==> src/rtl/dbg_cmp_pkg.sv <==
package dbg_cmp_pkg;
  localparam int NUM_CMP = 3;
  localparam int CMP_A = 0;
  localparam int CMP_B = 1;
  localparam int CMP_C = 2;

  // Control-to-datapath strobes
  typedef struct packed {
    logic               sample;  // a bus access is present this cycle
    logic [NUM_CMP-1:0] armed;   // comparator enabled and qualified
  } cmpStrobe_t;
endpackage

==> src/rtl/dbg_cmp_ctrl.sv <==
module dbg_cmp_ctrl
  import dbg_cmp_pkg::*;
(
  input  logic               busValid,
  input  logic               busWrite,
  input  logic               busWord,
  input  logic [NUM_CMP-1:0] cmpEn,
  input  logic [NUM_CMP-1:0] cmpDirEn,
  input  logic [NUM_CMP-1:0] cmpDirWr,
  input  logic               sizeEnB,
  input  logic               sizeWordB,
  output cmpStrobe_t         strobe
);
  logic [NUM_CMP-1:0] dirOk;
  logic [NUM_CMP-1:0] sizeOk;

  for (genvar i = 0; i < NUM_CMP; i++) begin : g_qual
    assign dirOk[i] = !cmpDirEn[i] || (busWrite == cmpDirWr[i]);
    if (i == CMP_B) begin : g_size
      assign sizeOk[i] = !sizeEnB || (busWord == sizeWordB);
    end else begin : g_nosize
      assign sizeOk[i] = 1'b1;
    end
  end

  always_comb begin
    strobe.sample = busValid;
    strobe.armed  = cmpEn & dirOk & sizeOk & {NUM_CMP{busValid}};
  end
endmodule

==> src/rtl/dbg_cmp_dp.sv <==
module dbg_cmp_dp
  import dbg_cmp_pkg::*;
#(
  parameter int ADDR_W = 16,
  parameter int DATA_W = 16
) (
  input  logic                           clk,
  input  logic                           rstN,
  input  cmpStrobe_t                     strobe,
  input  logic [ADDR_W-1:0]              busAddr,
  input  logic [DATA_W-1:0]              busData,
  input  logic [NUM_CMP-1:0][ADDR_W-1:0] cmpAddr,
  input  logic [DATA_W-1:0]              cmpDataA,
  input  logic [DATA_W-1:0]              dataMaskA,
  input  logic                           notEqA,
  output logic [NUM_CMP-1:0]             match
);
  logic [NUM_CMP-1:0] addrHit;
  logic [NUM_CMP-1:0] dataOk;
  logic               dataDiff;

  assign dataDiff = |((busData ^ cmpDataA) & dataMaskA);

  for (genvar i = 0; i < NUM_CMP; i++) begin : g_cmp
    assign addrHit[i] = (busAddr == cmpAddr[i]);
    if (i == CMP_A) begin : g_data
      assign dataOk[i] = notEqA ? dataDiff : !dataDiff;
    end else begin : g_nodata
      assign dataOk[i] = 1'b1;
    end
  end

  always_ff @(posedge clk or negedge rstN) begin
    if (!rstN)              match <= '0;
    else if (strobe.sample) match <= strobe.armed & addrHit & dataOk;
    else                    match <= '0;
  end
endmodule

==> src/rtl/dbg_cmp_unit.sv <==
module dbg_cmp_unit
  import dbg_cmp_pkg::*;
#(
  parameter int ADDR_W = 16,
  parameter int DATA_W = 16,
  localparam int HALF_W = DATA_W / 2
) (
  input  logic              clk,
  input  logic              rstN,
  input  logic              busValid,
  input  logic [ADDR_W-1:0] busAddr,
  input  logic [DATA_W-1:0] busData,
  input  logic              busWrite,
  input  logic              busWord,
  input  logic [2:0]        cmpEn,
  input  logic [2:0]        cmpDirEn,
  input  logic [2:0]        cmpDirWr,
  input  logic [ADDR_W-1:0] cmpAddrA,
  input  logic [ADDR_W-1:0] cmpAddrB,
  input  logic [ADDR_W-1:0] cmpAddrC,
  input  logic [DATA_W-1:0] cmpDataA,
  input  logic [HALF_W-1:0] maskHiA,
  input  logic [HALF_W-1:0] maskLoA,
  input  logic              notEqA,
  input  logic              sizeEnB,
  input  logic              sizeWordB,
  output logic [2:0]        match
);
  cmpStrobe_t strobe;
  logic [NUM_CMP-1:0][ADDR_W-1:0] cmpAddr;

  assign cmpAddr[CMP_A] = cmpAddrA;
  assign cmpAddr[CMP_B] = cmpAddrB;
  assign cmpAddr[CMP_C] = cmpAddrC;

  dbg_cmp_ctrl ctrl_i (
    .busValid (busValid),
    .busWrite (busWrite),
    .busWord  (busWord),
    .cmpEn    (cmpEn),
    .cmpDirEn (cmpDirEn),
    .cmpDirWr (cmpDirWr),
    .sizeEnB  (sizeEnB),
    .sizeWordB(sizeWordB),
    .strobe   (strobe)
  );

  dbg_cmp_dp #(.ADDR_W(ADDR_W), .DATA_W(DATA_W)) dp_i (
    .clk      (clk),
    .rstN     (rstN),
    .strobe   (strobe),
    .busAddr  (busAddr),
    .busData  (busData),
    .cmpAddr  (cmpAddr),
    .cmpDataA (cmpDataA),
    .dataMaskA({maskHiA, maskLoA}),
    .notEqA   (notEqA),
    .match    (match)
  );
endmodule

==> config.mk <==
export PLATFORM = sky130hd
export DESIGN_NAME = dbg_cmp_unit
export DESIGN_NICKNAME = d
export VERILOG_FILES = /design/src/rtl/dbg_cmp_pkg.sv /design/src/rtl/dbg_cmp_ctrl.sv /design/src/rtl/dbg_cmp_dp.sv /design/src/rtl/dbg_cmp_unit.sv
export SDC_FILE = /design/constraint.sdc
export NUM_CORES = 1
export LEC_CHECK = 0
export BUFFER_PORTS_ARGS = -buffer_cell sky130_fd_sc_hd__buf_2
export CORE_ASPECT_RATIO = 1.4
export CORE_MARGIN = 3
export CORE_UTILIZATION = 27
export CTS_CLUSTER_SIZE = 16
export DETAILED_ROUTE_END_ITERATION = 8
export GPL_TIMING_DRIVEN = 0
export PLACE_DENSITY = 0.78
export SYNTH_ARGS = -nofsm -noshare
export SYNTH_HDL_FRONTEND = slang
export SYNTH_SLANG_ARGS = --single-unit
==> constraint.sdc <==
create_clock -name clk -period 0.8 [get_ports clk]
set_input_delay 0.04 -clock clk [delete_from_list [all_inputs] [get_ports clk]]
set_output_delay 0.04 -clock clk [all_outputs]
set_load 0.02 [all_outputs]
==> summary.log <==
[status] status finished, violations left
[status] violated checks setup timing
[synthesis] flops & latches, synth 3
[global_routing] vias in the first global route 1309
[cells_and_area] flip-flop count of the largest register, all copies and words added 3
[setup_path] critical path type in2reg
[synthesis] fraction of the yosys area taken by sequential cells 8.44%
[synthesis] simple-gate share of the synthesized area 14.2%
[synthesis] Compound-Gate Fraction of Synth Area 10.4%
[job] count of maximum capacitance violations 0
[synthesis] dominant cell by count in the synthesized netlist xor2_1
[cells_and_area] layout-stage area growth over the synthesis result 95.4%
[timing] slew of the pin with the lowest slew margin 0.306 ns
[clock_network] TritonCTS clock tree yes
[route] post-DR wirelength/cell 13.8 µm
[clock_network] H-tree level count 1
[placed_design] Post-DP Area 1590 µm²
[power] net switching share of the total power 31.6%
[route] Iter 0 DRT Violations 5
[die] core box area 3120 µm²
[route] Detailed Routing Iterations Pass 1 3
[synthesis] largest family of logic cells by synthesized area XOR/XNOR gates
[setup_path] startpoint class of the critical path primary input
[global_routing] antenna violations before repair 0
[route] detailed-route vias per instance 4.70
[timing] fin crit period 1.03 ns
[synthesis] total number of yosys warnings 0
[route] via count 1316
[die] die height 73.9 µm
[route] total wire length after detailed routing 3.88 mm
[placed_design] final RePlAce weighted congestion 0.678
[global_routing] global-route wire length before repair 5.12 mm
[global_routing] maximum number of pins on one net before global-route repair 4
[timing] Final setup viols 2
[synthesis] synth unique cells 13
[placed_design] number of input and output port buffers inserted 131
[route] DRC violation count after routing 0
[synthesis] portion of synthesized cell area occupied by the leading cell type 49.2%
[route] post-route antenna net violation count 0
[clock_network] number of buffers on the longest clock path 2
[timing] Final WS setup -0.231 ns
[power] worst ir drop on vdd 0.588 mV
[synthesis] async set or reset register ratio after synthesis 100%
[setup_path] WP data arrival 1.17 ns
[power] sequential share of power 11.1%
[die] Die Footprint 4030 µm²
[power] Power per Cell Area 794 nW/µm²
[timing] share of the cycle needed by the critical path after routing 129%
[clock_network] clock root cell clkbuf_8
[setup_path] data required time of the worst path 0.94 ns
[synthesis] post-synthesis adder-cell area fraction 0%
[synthesis] list of most frequent post-synthesis cells xor2_1 (50), xnor2_1 (18), a22oi_1 (8), nand4_1 (8), nor4_1 (8)
[synthesis] Primary FF master, synth dfrtp_1
[die] Site Rows 24
[synthesis] Post-Syn Nets 234
[power] part of the total power dissipated in the clock network 31.5%
[setup_path] Critical Path Sink Type register
[timing] upper clock frequency limit 970 MHz
[clock_network] clock sink total 3
[clock_network] CTS Buf Count 3
[hold_path] Worst Hold Class in2reg
[cells_and_area] Filler cells 336
[cells_and_area] post-layout utilization of the core 55.6%
[cells_and_area] register ranked first by flip-flop count dp_i.match
[power] Switch Pwr 0.437 mW
[cells_and_area] fin area 1740 µm²
[power] static leakage power 0.901 nW
[setup_path] Worst Path Max Fanout 2
[synthesis] proportion of synthesized area in mux cells 0%
[die] width of the die 54.5 µm
[die] Top Ports 132
[power] cell internal pwr 0.943 mW
[timing] pins over their slew limit 0
[cells_and_area] number of antenna diodes 0
[synthesis] total standard cell area after synthesis 890 µm²
[power] Combinational Power Share 57.4%
[timing] worst max-slew margin expressed relative to the limit 79.4%
[cells_and_area] layout cell share with drive strength beyond 1 59.3%
[synthesis] top cells by area in the synthesized netlist xor2_1 (49%), xnor2_1 (18%), dfrtp_1 (8.4%), a22oi_1 (6.8%), nand4_1 (5.6%)
[cells_and_area] number of nets at the end of the flow 371
[global_routing] GRT overflow 0
[synthesis] most area-hungry cell type in the Yosys netlist xor2_1
[clock_network] clock-pin slew of the registers on the worst-case setup and hold paths 0.03 ns
[synthesis] post-synthesis instance total 105
[die] Initial Util 28.5%
[cells_and_area] Largest regs dp_i.match: 3 flops
[placed_design] sum of net half-perimeters after detailed placement 3.46 mm
[synthesis] number of flops mapped to enable cells by yosys 0
[timing] setup repair after global routing missed its margin true
[synthesis] syn avg cell area 8.47 µm²
[timing] final hold violations 0
[power] total power of the final layout 1.38 mW
[synthesis] Post-Synth XOR/XNOR Area 66.9%
[global_routing] all-layer global routing usage 17.2%
-- path summary, 6_finish.rpt --
check                      slack [ns]  cells after the start                       to    startpoint
max in group asynchronous        0.54                      2  dp_i.match[0]$_DFF_PN0_          rstN
min in group asynchronous        0.15                      2  dp_i.match[2]$_DFF_PN0_          rstN
max                             -0.23                      6  dp_i.match[0]$_DFF_PN0_  cmpDataA[12]
min                              0.12                      3  dp_i.match[0]$_DFF_PN0_        notEqA
-- cell families after synthesis --
| group | after synthesis |
|---|---|
| flops | 3 |
| compound gates | 13 |
| xor+xnor | 68 |
| simple gates | 21 |
-- routing by layer --
metal	GRT usage, %	share of wire (%)
met1	15.1	28
met2	37.5	58
met3	2.43	14
met4	3.32	0.10
met5	0	0
-- worst max-delay path, cell delays in order --
cell     delay (ns)
buf_6          0.09
xor2_1         0.15
a22oi_1        0.19
nand4_1        0.17
or3_4          0.40
a21oi_2        0.13
-- repair_timing --
item / 4_1_cts / 5_1_grt
setup buffers: 0 / 0
hold buffers: 1 / 0
pin swaps: 3 / 4
resized for setup: 9 / 11
endpoints found under the setup margin: 3 / 3
hold endpoints to repair: 3 / 0
-- cell usage in the layout (no fill, tap or decap) --
cell type | Yosys | final
a211oi_1 | 1 | 1
a21oi_2 | 0 | 2
a221o_1 | 1 | 1
a22oi_1 | 8 | 8
buf_2 | 0 | 124
buf_4 | 0 | 2
buf_6 | 0 | 5
clkbuf_1 | 0 | 1
clkbuf_8 | 0 | 3
dfrtp_1 | 3 | 3
dlygate4sd3_1 | 0 | 1
nand3_1 | 3 | 3
nand4_1 | 8 | 8
nor3_1 | 1 | 1
nor4_1 | 8 | 4
nor4_2 | 0 | 4
o21ai_0 | 1 | 1
or3_4 | 0 | 1
xnor2_1 | 18 | 17
xnor2_2 | 0 | 1
xor2_1 | 50 | 49
xor2_2 | 0 | 1
-- power by group through the flow --
stage	logic, mW	registers [mW]	clock network [mW]
3_3_place_gp	0.727	0.155	0
4_1_cts	0.773	0.153	0.449
5_1_grt	0.876	0.153	0.458
6_report	0.792	0.153	0.435
2_1_floorplan	0.298	0.155	0
3_5_place_dp	0.745	0.155	0
-- through the flow --
stage / setup TNS [ns] / hold slack (ns) / cells / setup WS, ns
3_5_place_dp: -1.16 / -0.164 / 275 / -0.489
3_3_place_gp: -1.14 / -0.165 / 275 / -0.422
2_1_floorplan: -0.172 / -0.256 / 105 / -0.172
4_1_cts: -0.325 / 0.120 / 280 / -0.239
5_1_grt: -0.547 / 0.129 / 280 / -0.326
6_report: -0.275 / 0.120 / 280 / -0.231
-- cell type report --
type	instances	area, µm²	area share [%]
Tap cell	39	48.8	2.81
Multi-Input combinational cell	102	867	49.9
Sequential cell	3	75.1	4.32
Clock buffer	4	45.0	2.59
Timing Repair Buffer	132	702	40.4
No activity file was read; power rests on OpenSTA's default activity.
